===== config.mk =====
export PLATFORM = sky130hd
export DESIGN_NAME = dslp_ctrl
export DESIGN_NICKNAME = d
export VERILOG_FILES = /design/src/rtl/dslp_pkg.sv /design/src/rtl/dslp_ms_timer.sv /design/src/rtl/dslp_idle_timer.sv /design/src/rtl/dslp_ctrl.sv
export SDC_FILE = /design/constraint.sdc
export NUM_CORES = 1
export LEC_CHECK = 0
export BUFFER_PORTS_ARGS = -buffer_cell sky130_fd_sc_hd__clkbuf_2
export CAP_MARGIN = 30
export CORE_AREA = 3 3 111 124
export CTS_CLUSTER_DIAMETER = 100
export DETAILED_ROUTE_END_ITERATION = 6
export DIE_AREA = 0 0 114 127
export PLACE_DENSITY_LB_ADDON = 0.2
export SYNTH_ARGS = -nofsm -noshare
export SYNTH_HDL_FRONTEND = slang
export SYNTH_HIERARCHICAL = 1
export SYNTH_SLANG_ARGS = --single-unit

===== constraint.sdc =====
create_clock -name clk -period 5.9 [get_ports clk]
set_input_delay 1.18 -clock clk [delete_from_list [all_inputs] [get_ports clk]]
set_output_delay 1.18 -clock clk [all_outputs]
set_load 0.02 [all_outputs]

===== src/rtl/dslp_pkg.sv =====
package dslp_pkg;

    typedef enum logic [1:0] {
        ST_AWAKE  = 2'd0,
        ST_HOLD   = 2'd1,
        ST_ASLEEP = 2'd2,
        ST_EXIT   = 2'd3
    } dslp_state_e;

    // Power-on values for the port register that feeds the cfg_* inputs
    localparam logic [3:0] DFLT_MULT     = 4'hF;
    localparam logic [9:0] DFLT_IDLE_MS  = 10'h004;
    localparam logic [4:0] DFLT_MIN_HOLD = 5'h0A;
    localparam logic [7:0] DFLT_EXIT_MS  = 8'h14;
    localparam logic       DFLT_PRESENT  = 1'b1;
    localparam logic       DFLT_AGGR_EN  = 1'b0;

endpackage


===== src/rtl/dslp_ms_timer.sv =====
module dslp_ms_timer #(
    parameter int W = 8
) (
    input  logic         clk,
    input  logic         rst_n,
    input  logic         start,
    input  logic         tick,
    input  logic [W-1:0] target,
    output logic         done
);

    typedef struct packed {
        logic [W-1:0] cnt;
        logic [W-1:0] tgt;
    } tmr_t;

    tmr_t cur_q, nxt_d;

    assign done = (cur_q.cnt >= cur_q.tgt);

    always_comb begin
        nxt_d = cur_q;
        if (start) begin
            nxt_d.cnt = '0;
            nxt_d.tgt = target;
        end else if (tick && !done) begin
            nxt_d.cnt = cur_q.cnt + 1'b1;
        end
    end

    always_ff @(posedge clk) begin
        if (!rst_n) begin
            cur_q <= '0;
        end else begin
            cur_q <= nxt_d;
        end
    end

    AST_TMR_START_CLEARS: assert property (@(posedge clk) disable iff (!rst_n)
        start |=> (cur_q.cnt == '0));

    AST_TMR_ONE_STEP: assert property (@(posedge clk) disable iff (!rst_n)
        (!start && tick && !done) |=> (cur_q.cnt == $past(cur_q.cnt) + 1'b1));

endmodule


===== src/rtl/dslp_idle_timer.sv =====
module dslp_idle_timer #(
    parameter int MULT_W = 4,
    parameter int IDLE_W = 10
) (
    input  logic              clk,
    input  logic              rst_n,
    input  logic              restart,
    input  logic              tick,
    input  logic [MULT_W-1:0] cfg_mult,
    input  logic [IDLE_W-1:0] cfg_idle_ms,
    output logic              done
);

    localparam int LIM_W = IDLE_W + MULT_W;

    typedef struct packed {
        logic [LIM_W-1:0] cnt;
        logic [LIM_W-1:0] lim;
        logic             loaded;
    } idle_t;

    idle_t            cur_q, nxt_d;
    logic [LIM_W-1:0] lim_calc;
    logic             reload;

    // zero-based factor: limit = base * (factor + 1)
    assign lim_calc = LIM_W'(cfg_idle_ms) * (LIM_W'(cfg_mult) + LIM_W'(1));
    assign reload   = restart | ~cur_q.loaded;
    assign done     = cur_q.loaded && (cur_q.cnt == cur_q.lim);

    always_comb begin
        nxt_d = cur_q;
        if (reload) begin
            nxt_d.cnt    = '0;
            nxt_d.lim    = lim_calc;
            nxt_d.loaded = 1'b1;
        end else if (tick && (cur_q.cnt < cur_q.lim)) begin
            nxt_d.cnt = cur_q.cnt + 1'b1;
        end
    end

    always_ff @(posedge clk) begin
        if (!rst_n) begin
            cur_q <= '0;
        end else begin
            cur_q <= nxt_d;
        end
    end

    AST_IDLE_RESTART_CLEARS: assert property (@(posedge clk) disable iff (!rst_n)
        restart |=> (cur_q.cnt == '0 && cur_q.loaded));

    AST_IDLE_NO_OVERRUN: assert property (@(posedge clk) disable iff (!rst_n)
        cur_q.loaded |-> (cur_q.cnt <= cur_q.lim));

endmodule


===== src/rtl/dslp_ctrl.sv =====
module dslp_ctrl
    import dslp_pkg::*;
#(
    parameter int MULT_W = 4,
    parameter int IDLE_W = 10,
    parameter int HOLD_W = 5,
    parameter int EXIT_W = 8
) (
    input  logic              clk,
    input  logic              rst_n,
    input  logic              tick_1ms,
    input  logic              link_active,
    input  logic              sw_sleep_req,
    input  logic              wake_req,
    input  logic [MULT_W-1:0] cfg_mult,
    input  logic [IDLE_W-1:0] cfg_idle_ms,
    input  logic [HOLD_W-1:0] cfg_min_hold,
    input  logic [EXIT_W-1:0] cfg_exit_ms,
    input  logic              cfg_present,
    input  logic              cfg_aggr_en,
    output logic              devslp,
    output logic              busy,
    output logic              oob_ready
);

    localparam int TMR_W = (HOLD_W > EXIT_W) ? HOLD_W : EXIT_W;

    typedef struct packed {
        dslp_state_e state;
        logic        pending;
        logic        aggr;
    } ctrl_t;

    ctrl_t             cur_q, nxt_d;
    logic              idle_done, idle_restart;
    logic              tmr_start, tmr_done;
    logic [TMR_W-1:0]  tmr_target, hold_ms, exit_ms;
    logic              aggr_fall, wake_evt, enter_sleep;

    assign hold_ms      = (cfg_min_hold == '0) ? TMR_W'(1) : TMR_W'(cfg_min_hold);
    assign exit_ms      = TMR_W'(cfg_exit_ms);
    assign aggr_fall    = cur_q.aggr & ~cfg_aggr_en;
    assign wake_evt     = wake_req | aggr_fall;
    assign enter_sleep  = cfg_present &
                          (sw_sleep_req | (cfg_aggr_en & idle_done & ~link_active));
    assign idle_restart = link_active | (cur_q.state != ST_AWAKE);

    dslp_idle_timer #(
        .MULT_W (MULT_W),
        .IDLE_W (IDLE_W)
    ) i_idle (
        .clk         (clk),
        .rst_n       (rst_n),
        .restart     (idle_restart),
        .tick        (tick_1ms),
        .cfg_mult    (cfg_mult),
        .cfg_idle_ms (cfg_idle_ms),
        .done        (idle_done)
    );

    // one timer serves both the hold window and the exit window
    dslp_ms_timer #(
        .W (TMR_W)
    ) i_win (
        .clk    (clk),
        .rst_n  (rst_n),
        .start  (tmr_start),
        .tick   (tick_1ms),
        .target (tmr_target),
        .done   (tmr_done)
    );

    always_comb begin
        nxt_d      = cur_q;
        nxt_d.aggr = cfg_aggr_en;
        tmr_start  = 1'b0;
        tmr_target = hold_ms;
        unique case (cur_q.state)
            ST_AWAKE: begin
                if (enter_sleep) begin
                    nxt_d.state   = ST_HOLD;
                    nxt_d.pending = 1'b0;
                    tmr_start     = 1'b1;
                end
            end
            ST_HOLD: begin
                nxt_d.pending = cur_q.pending | wake_evt;
                if (tmr_done) begin
                    if (nxt_d.pending) begin
                        nxt_d.state = ST_EXIT;
                        tmr_start   = 1'b1;
                        tmr_target  = exit_ms;
                    end else begin
                        nxt_d.state = ST_ASLEEP;
                    end
                end
            end
            ST_ASLEEP: begin
                if (wake_evt) begin
                    nxt_d.state = ST_EXIT;
                    tmr_start   = 1'b1;
                    tmr_target  = exit_ms;
                end
            end
            ST_EXIT: begin
                nxt_d.pending = 1'b0;
                if (tmr_done) begin
                    nxt_d.state = ST_AWAKE;
                end
            end
            default: nxt_d.state = ST_AWAKE;
        endcase
    end

    always_ff @(posedge clk) begin
        if (!rst_n) begin
            cur_q <= '{state: ST_AWAKE, pending: 1'b0, aggr: 1'b0};
        end else begin
            cur_q <= nxt_d;
        end
    end

    assign devslp    = (cur_q.state == ST_HOLD) || (cur_q.state == ST_ASLEEP);
    assign busy      = (cur_q.state == ST_HOLD) || (cur_q.state == ST_EXIT);
    assign oob_ready = (cur_q.state == ST_AWAKE);

    AST_ABSENT_NO_SLEEP: assert property (@(posedge clk) disable iff (!rst_n)
        (cur_q.state == ST_AWAKE && !cfg_present) |=> !devslp);

    AST_HOLD_MIN: assert property (@(posedge clk) disable iff (!rst_n)
        (cur_q.state == ST_HOLD && !tmr_done) |=> devslp);

    AST_ENTRY_HAS_CAUSE: assert property (@(posedge clk) disable iff (!rst_n)
        $rose(devslp) |-> $past(sw_sleep_req || idle_done));

    AST_FAST_WAKE: assert property (@(posedge clk) disable iff (!rst_n)
        (cur_q.state == ST_ASLEEP && wake_req) |=> !devslp);

    AST_EXIT_BLOCKS_OOB: assert property (@(posedge clk) disable iff (!rst_n)
        $fell(devslp) |-> (!oob_ready && busy));

endmodule


==> load_flow_metrics.sql, run 1 <==
INSERT INTO impl_metrics (metric_group, metric, value, unit) VALUES
('synth', 'synthArstFlopShare', '0', '%'),
('clocking', 'cts_hold_buffers', '0', ''),
('routing', 'drt_iter0_markers', '106', ''),
('routing', 'drtPass1Iterations', '4', ''),
('synth', 'yosys.cell_types.count', '60', ''),
('clocking', 'cts_post_setup_buffers_inserted', '0', ''),
('clocking', 'numCtsBuffers', '5', ''),
('routing', 'num_vias', '3396', ''),
('timing', 'unrepaired_setup_endpoints_after_global_routing', 'false', ''),
('synth', 'parity_gate_share_of_the_synthesized_area_counting_xor_and_xnor_cells', '5.196', '%'),
('floorplan', 'die_width', '114', 'um'),
('placement', 'detailedPlace.worstSlack', '0.5770', 'ns'),
('placement', 'io_buffers', '37', ''),
('flow_run', 'cap_violations', '0', ''),
('floorplan', 'design.portCount', '38', ''),
('clocking', 'clk_pin_slew', '0.06', 'ns'),
('cells_and_area', 'final_layout_size_suffix_gt1_share', '11.90', '%'),
('global_route', 'grt_first_pass_wirelength', '15720', 'um'),
('placement', 'detailedPlacementHpwl', '7247', 'um'),
('timing', 'totalNegativeSetupSlack', '0', 'ns'),
('clocking', 'ctsResizeCount', '0', ''),
('cells_and_area', 'areaGrowthSynthToFinish', '11.25', '%'),
('timing', 'final_min_period_over_clock_period', '84.06', '%'),
('timing', 'slew_headroom', '53.31', '%'),
('critical_path', 'timing.critical_path.required', '6.05', 'ns'),
('global_route', 'grt_usage', '12.91', '%'),
('routing', 'wirelength', '8800', 'um'),
('synth', 'dominantRegCellSynth', 'dfxtp_1', ''),
('clocking', 'number_of_levels_the_h_tree_was_split_into', '2', ''),
('clocking', 'tritoncts', 'yes', ''),
('synth', 'synth.area.top_cells', 'dfxtp_1 (22%), ha_1 (15%), fa_1 (11%)', ''),
('cells_and_area', 'most_used_cells_in_the_layout_excluding_fill_and_tap_cells', 'inv_1 (61), ha_1 (51), dfxtp_1 (49)', ''),
('routing', 'vias_per_cell', '4.886', ''),
('critical_path', 'top_cell_family_by_delay_on_the_critical_path', 'adder cells', ''),
('timing', 'final_hold_viol_count', '0', ''),
('synth', 'synth_fa_ha_area_share', '25.06', '%'),
('routing', 'antenna_violating_nets_post_route', '0', ''),
('synth', 'netlist.area_leader.share', '22.38', '%'),
('floorplan', 'floorplan.initialDensity', '34.81', '%'),
('cells_and_area', 'layout_commonest_cell', 'inv_1', ''),
('timing', 'finalWorstSetupSlack', '0.9406', 'ns'),
('floorplan', 'floorplan.core_area', '12590', 'um^2'),
('critical_path', 'worst_setup_path_start_kind', 'input port', ''),
('critical_path', 'crit_path_dat', '5.11', 'ns'),
('timing', 'tightest_slew', '0.6989', 'ns'),
('run_status', 'outcome', 'complete, no violations', ''),
('global_route', 'grt_max_degree', '31', ''),
('critical_path', 'critPathSlowestCell', 'xor2_1', ''),
('critical_path', 'cp_num_buf_inv', '2', ''),
('global_route', 'total_congestion_overflow_after_global_routing', '0', ''),
('floorplan', 'die_h', '127', 'um'),
('global_route', 'grt_antenna_before_repair', '0', ''),
('hold_path', 'hold_path.class', 'flop to flop', ''),
('timing', 'holdWs', '0.4669', 'ns'),
('timing', 'timing_limited_maximum_frequency', '0.2016', 'GHz'),
('synth', 'synth_top_family_by_area', 'adder cells', ''),
('synth', 'synth_area', '4383', 'um^2'),
('timing', 'final_setup_skew', '0.006091', 'ns'),
('synth', 'yosys_register_bits', '49', ''),
('synth', 'synthesis.nets', '610', ''),
('timing', 'timing.final.setup_violations', '0', ''),
('clocking', 'cts.sinks', '49', ''),
('synth', 'post_synthesis_cell_count', '501', ''),
('power_and_ir_drop', 'power_density', '312.1', 'nW/um^2'),
('floorplan', 'num_rows', '43', ''),
('synth', 'synth-warning-count', '6', ''),
('power_and_ir_drop', 'leakagePower', '2.093', 'nW'),
('timing', 'timing.final.crit_period', '4.959', 'ns'),
('synth', 'synth-edff-count', '0', ''),
('critical_path', 'crit_fanout', '12', ''),
('cells_and_area', 'instances_no_fill', '695', '');
[final timing paths]
| check | cells past startpoint | start | endpoint | slack (ns) |
|---|---|---|---|---|
| worst max-delay path | 15 | cfg_mult[0] | i_idle/cur_q[11]$_SDFFE_PN0P_ | 0.94 |
| worst min-delay path | 2 | i_idle/cur_q[3]$_SDFFE_PN0P_ | i_idle/cur_q[3]$_SDFFE_PN0P_ | 0.47 |
| worst max register to register | 12 | i_idle/cur_q[12]$_SDFFE_PN0P_ | i_win/cur_q[11]$_SDFFE_PP0P_ | 3.30 |
| worst min register to register | 2 | i_idle/cur_q[3]$_SDFFE_PN0P_ | i_idle/cur_q[3]$_SDFFE_PN0P_ | 0.47 |
[tightest hold or removal path: cells and delay by family (launching register included)]
kind | cells | cell delay, ns
AND/OR/NAND/NOR | 1 | 0.05
flip-flops | 1 | 0.31
AO/OA/AOI/OAI | 1 | 0.06
[Yosys cell counts (all sizes together), types with 2 or more instances]
cell and count:
or3 7, or3b 2, dfxtp 49, a21boi 9
ha 51, nor2 26, o21ai 16, o311ai 3
buf 3, mux2i 9, a31oi 3, o21bai 2
fa 23, inv 61, nor2b 23, and2 29
xor2 19, nand3 13, nand2b 15, nand2 35
o22ai 4, nand4 12, a22o 5, a211oi 3
nor3 3, o211ai 5, o41ai 2, o21a 5
xnor2 7, a21oi 25, o31ai 3, clkbuf 7
and3 6
[metrics by stage]
stage                     instance area (um^2)  utilization (%)  total power, W
after floorplan                           4383                -        0.001064
after CTS                                 4876            38.73        0.001544
after detailed placement                  4732            37.59        0.001251
after global placement                    4732            37.59        0.001234
after global routing                      4876            38.73        0.001657
final                                     4876            38.73        0.001522
[cells by family (layout without fill, tap and decap cells)]
logic type / Yosys count / in the layout
AND/OR/NAND/NOR: 179 / 179
AO/OA/AOI/OAI: 93 / 93
adder cells (fa/ha/maj): 74 / 74
buffers and inverters: 71 / 108
flip-flops: 49 / 49
XOR/XNOR: 26 / 26
multiplexers: 9 / 9
[metal layers]
metal	track usage, %	vias up	part of all wire, %	wire (um)
met5	0	-	0	0
met4	3.774	0	1.3	118
met3	1.421	6	1.3	110
met2	23.02	22	50	4371
met1	16.35	1597	48	4200
li1	-	1771	-	-
[registers in the layout (all words and copies together), names as in the netlist]
register      count
i_idle/cur_q     29
cur_q             4
i_win/cur_q      16
[final cells by class]
type / instances / area, um^2
timing repair buffer: 39 / 200.2
clock inverter: 2 / 15.01
multi-input combinational: 381 / 3126
clock buffer: 6 / 128.9
inverter: 61 / 229.0
fill: 1347 / 7714
tap: 157 / 196.4
sequential: 49 / 980.9
[where the power goes]
part	leakage, nW	switching, W	total, W	internal, W
sequential	0.400	0.0000310	0.000421	0.000390
clock	0.0631	0.000126	0.000283	0.000157
combinational	1.63	0.000478	0.000818	0.000340
total	2.09	0.000635	0.00152	0.000887
No activity file was read; power rests on OpenSTA's default activity.
==> run 2, diff against run 1 <==
--- a/config.mk
+++ b/config.mk
@@ -5,12 +5,13 @@
 export SDC_FILE = /design/constraint.sdc
 export NUM_CORES = 1
 export LEC_CHECK = 0
+export ABC_AREA = 1
 export BUFFER_PORTS_ARGS = -buffer_cell sky130_fd_sc_hd__clkbuf_2
 export CAP_MARGIN = 30
-export CORE_AREA = 3 3 111 124
+export CORE_AREA = 3 3 118 131
 export CTS_CLUSTER_DIAMETER = 100
 export DETAILED_ROUTE_END_ITERATION = 6
-export DIE_AREA = 0 0 114 127
+export DIE_AREA = 0 0 121 134
 export PLACE_DENSITY_LB_ADDON = 0.2
 export SYNTH_ARGS = -nofsm -noshare
 export SYNTH_HDL_FRONTEND = slang
==> constraint.sdc (replaced) <==
create_clock -name clk -period 4.9 [get_ports clk]
set_input_delay 0.98 -clock clk [delete_from_list [all_inputs] [get_ports clk]]
set_output_delay 0.98 -clock clk [all_outputs]
set_load 0.02 [all_outputs]
==> load_flow_metrics.sql, run 2 <==
INSERT INTO impl_metrics (metric_group, metric, value, unit) VALUES
('cells_and_area', 'final_layout_size_suffix_gt1_share', '12.52', '%'),
('cells_and_area', 'most_used_cells_in_the_layout_excluding_fill_and_tap_cells', 'nand2_1 (179), inv_1 (155), nor2_1 (74)', ''),
('floorplan', 'floorplan.core_area', '14330', 'um^2'),
('run_status', 'outcome', 'complete, no violations', ''),
('global_route', 'first_global_vias', '4240', ''),
('power_and_ir_drop', 'power_density', '383.0', 'nW/um^2'),
('timing', 'tightest_slew', '0.8455', 'ns'),
('routing', 'num_vias', '4205', ''),
('timing', 'slew_viol_final', '0', ''),
('placement', 'placedInstanceArea', '5300', 'um^2'),
('global_route', 'grt_usage', '13.65', '%'),
('critical_path', 'timing.critical_path.cells', 'clkbuf_2, ha_1, nand3_2, inv_1, nand2_1, fa_1, inv_1, fa_1, inv_1, fa_1, inv_1, ha_1, nand2_1, nor2_1, nand3_1, inv_1, nor2_1, nand2_1, nand3_1, nand2_1, inv_1', ''),
('cells_and_area', 'areaGrowthSynthToFinish', '10.10', '%'),
('clocking', 'worstSkewPairLatency', '0.29', 'ns'),
('critical_path', 'worst-setup-path-type', 'input port to flop', ''),
('timing', 'timing_limited_maximum_frequency', '0.2203', 'GHz'),
('clocking', 'cts_hold_buffers', '0', ''),
('clocking', 'cts_post_setup_buffers_inserted', '0', ''),
('clocking', 'ctsResizeCount', '0', ''),
('clocking', 'cts.sinks', '49', ''),
('critical_path', 'ff2ff_setup_slack', '2.36', 'ns'),
('routing', 'vias_per_cell', '4.349', ''),
('critical_path', 'critPathSlowestCell', 'fa_1', ''),
('critical_path', 'worst_path_largest_cell_delay', '0.54', 'ns'),
('clocking', 'tritoncts', 'yes', ''),
('cells_and_area', 'max_reg_flops', '29', ''),
('floorplan', 'floorplan_die_area', '16210', 'um^2'),
('timing', 'unrepaired_setup_endpoints_after_global_routing', 'false', ''),
('critical_path', 'crit_fanout', '9', ''),
('cells_and_area', 'final.fill_count', '1558', ''),
('timing', 'final_min_period_over_clock_period', '92.62', '%'),
('cells_and_area', 'final_std_cell_area_no_fill', '5443', 'um^2'),
('placement', 'detailedPlacementHpwl', '8527', 'um'),
('hold_path', 'hold_path.class', 'flop to flop', ''),
('synth', 'yosys_register_bits', '49', ''),
('synth', 'synth_area', '4943', 'um^2'),
('routing', 'met2_length', '4988', 'um'),
('synth', 'yosys.cell_types.count', '36', ''),
('synth', 'synthTopCellsByCount', 'nand2_1 (179), inv_1 (155), nor2_1 (74), nand3_1 (55), ha_1 (51)', ''),
('critical_path', 'timing.critical_path.required', '5.09', 'ns'),
('synth', 'dominantRegCellSynth', 'dfxtp_1', ''),
('cells_and_area', 'finalNetCount', '884', ''),
('power_and_ir_drop', 'ir_drop', '0.0001714', 'V'),
('floorplan', 'floorplan.initialDensity', '34.49', '%'),
('routing', 'drtPass1Iterations', '4', ''),
('critical_path', 'worst_setup_path_end_kind', 'flop', ''),
('synth', 'netlist.area_leader.share', '19.84', '%'),
('clocking', 'clockBufferDepth', '2', ''),
('clocking', 'numCtsBuffers', '5', ''),
('synth', 'synthesis.nets', '848', ''),
('clocking', 'number_of_levels_the_h_tree_was_split_into', '2', ''),
('flow_run', 'cap_violations', '0', ''),
('critical_path', 'worst_setup_path_start_kind', 'input port', ''),
('floorplan', 'num_rows', '46', ''),
('routing', 'drt_iter0_markers', '189', ''),
('clocking', 'clk_pin_slew', '0.07', 'ns'),
('routing', 'routedWlPerCell', '10.67', 'um'),
('cells_and_area', 'n_antenna_cell', '0', ''),
('timing', 'final_hold_viol_count', '0', ''),
('timing', 'timing.final.setup_violations', '0', ''),
('cells_and_area', 'largest-register', 'i_idle/cur_q', ''),
('placement', 'gp_congestion', '0.8069', ''),
('routing', 'wirelength', '10320', 'um'),
('critical_path', 'crit_path_dat', '4.73', 'ns'),
('floorplan', 'design.portCount', '38', ''),
('synth', 'yosysMostFrequentCell', 'nand2_1', ''),
('synth', 'synth_seq_area_share', '19.84', '%'),
('clocking', 'cts-root-buf', 'clkbuf_16', ''),
('synth', 'synth-edff-count', '0', ''),
('routing', 'antenna_violating_nets_post_route', '0', ''),
('floorplan', 'die_width', '121', 'um'),
('global_route', 'grt_antenna_before_repair', '0', ''),
('routing', 'detail_route.drc_violations', '0', ''),
('timing', 'totalNegativeSetupSlack', '0', 'ns'),
('synth', 'synth-warning-count', '6', ''),
('timing', 'final_setup_skew', '0.006320', 'ns'),
('synth', 'synthArstFlopShare', '0', '%'),
('timing', 'slew_headroom', '43.57', '%'),
('power_and_ir_drop', 'total_power', '0.002084', 'W'),
('timing', 'timing.final.crit_period', '4.538', 'ns'),
('synth', 'synth.area.top_cells', 'dfxtp_1 (20%), nand2_1 (14%), ha_1 (13%)', ''),
('cells_and_area', 'reg_top3', 'i_idle/cur_q (29), i_win/cur_q (16), cur_q (4)', ''),
('routing', 'm1WireLength', '5012', 'um'),
('global_route', 'grt_first_pass_wirelength', '18710', 'um'),
('global_route', 'grt_max_degree', '22', ''),
('global_route', 'total_congestion_overflow_after_global_routing', '0', ''),
('power_and_ir_drop', 'leakagePower', '2.866', 'nW'),
('cells_and_area', 'layout_commonest_cell', 'nand2_1', ''),
('floorplan', 'die_h', '134', 'um'),
('synth', 'post_synthesis_cell_count', '739', ''),
('synth', 'avgSynthCellArea', '6.689', 'um^2'),
('synth', 'synth_largest_area_cell', 'dfxtp_1', ''),
('routing', 'met3_length', '178', 'um'),
('placement', 'io_buffers', '37', ''),
('routing', 'top_signal_layer_used', 'met4', ''),
('critical_path', 'critPathMostFrequentCell', 'inv_1', '');
-- run 2: cell families (layout without fill, tap and decap cells) --
group / count (synthesis) / count (layout) / synth area share (%)
and+or+nand+nor: 365 / 365 / 33.33
buffers and inverters: 166 / 202 / 13.54
adders and majority gates: 74 / 74 / 22.22
AOI/OAI and AO/OA: 72 / 72 / 8.757
DFF: 49 / 49 / 19.84
xor gates and xnor gates: 13 / 13 / 2.303
-- run 2: layout make-up --
class                           instances  area [um^2]  share of cell area, %
Timing Repair Buffer                   39        200.2                  3.678
Sequential cell                        49        980.9                  18.02
Tap cell                              192        240.2                  4.414
Inverter                              156        585.6                  10.76
Clock buffer                            7        142.6                  2.621
Multi-Input combinational cell        524         3293                  60.51
-- run 2: final timing paths --
path                                     from                             to  depth (start not counted)
hold reg to reg   i_win/cur_q[7]$_SDFFE_PN0P_    i_win/cur_q[7]$_SDFFE_PN0P_                          2
hold / removal    i_win/cur_q[7]$_SDFFE_PN0P_    i_win/cur_q[7]$_SDFFE_PN0P_                          2
setup reg to reg  i_win/cur_q[8]$_SDFFE_PP0P_    i_win/cur_q[7]$_SDFFE_PN0P_                         17
setup / recovery                  cfg_mult[0]  i_idle/cur_q[14]$_SDFFE_PN0P_                         21
-- run 2: per-stage QoR --
step | util, % | hold slack (ns) | setup WS [ns] | std cells
after floorplan | - | 0.4389 | 0.5938 | 739
after global placement | 36.98 | 0.4583 | 0.09107 | 960
after detailed placement | 36.98 | 0.4585 | 0.06897 | 960
after CTS | 37.98 | 0.4681 | 0.3698 | 967
after global routing | 37.98 | 0.4876 | 0.08448 | 967
final | 37.98 | 0.4641 | 0.3617 | 967
-- run 2: metal layers --
layer	GRT usage [%]	vias to the layer above
met4	3.212	0
met2	24.59	35
met5	0	-
met1	17.40	1803
met3	1.476	10
li1	-	2357
-- run 2: where the power goes --
group,leakage [nW],switching [W],internal [W]
registers,0.401,0.0000378,0.000487
clock network,0.0700,0.000142,0.000201
logic,2.40,0.000795,0.000421
total,2.87,0.000975,0.00111
-- run 2: critical path: cells and delay by family --
kind | cells | cell delay (ns)
fa+ha+maj | 5 | 2.16
buf+inv | 7 | 0.54
simple gates | 9 | 1.04
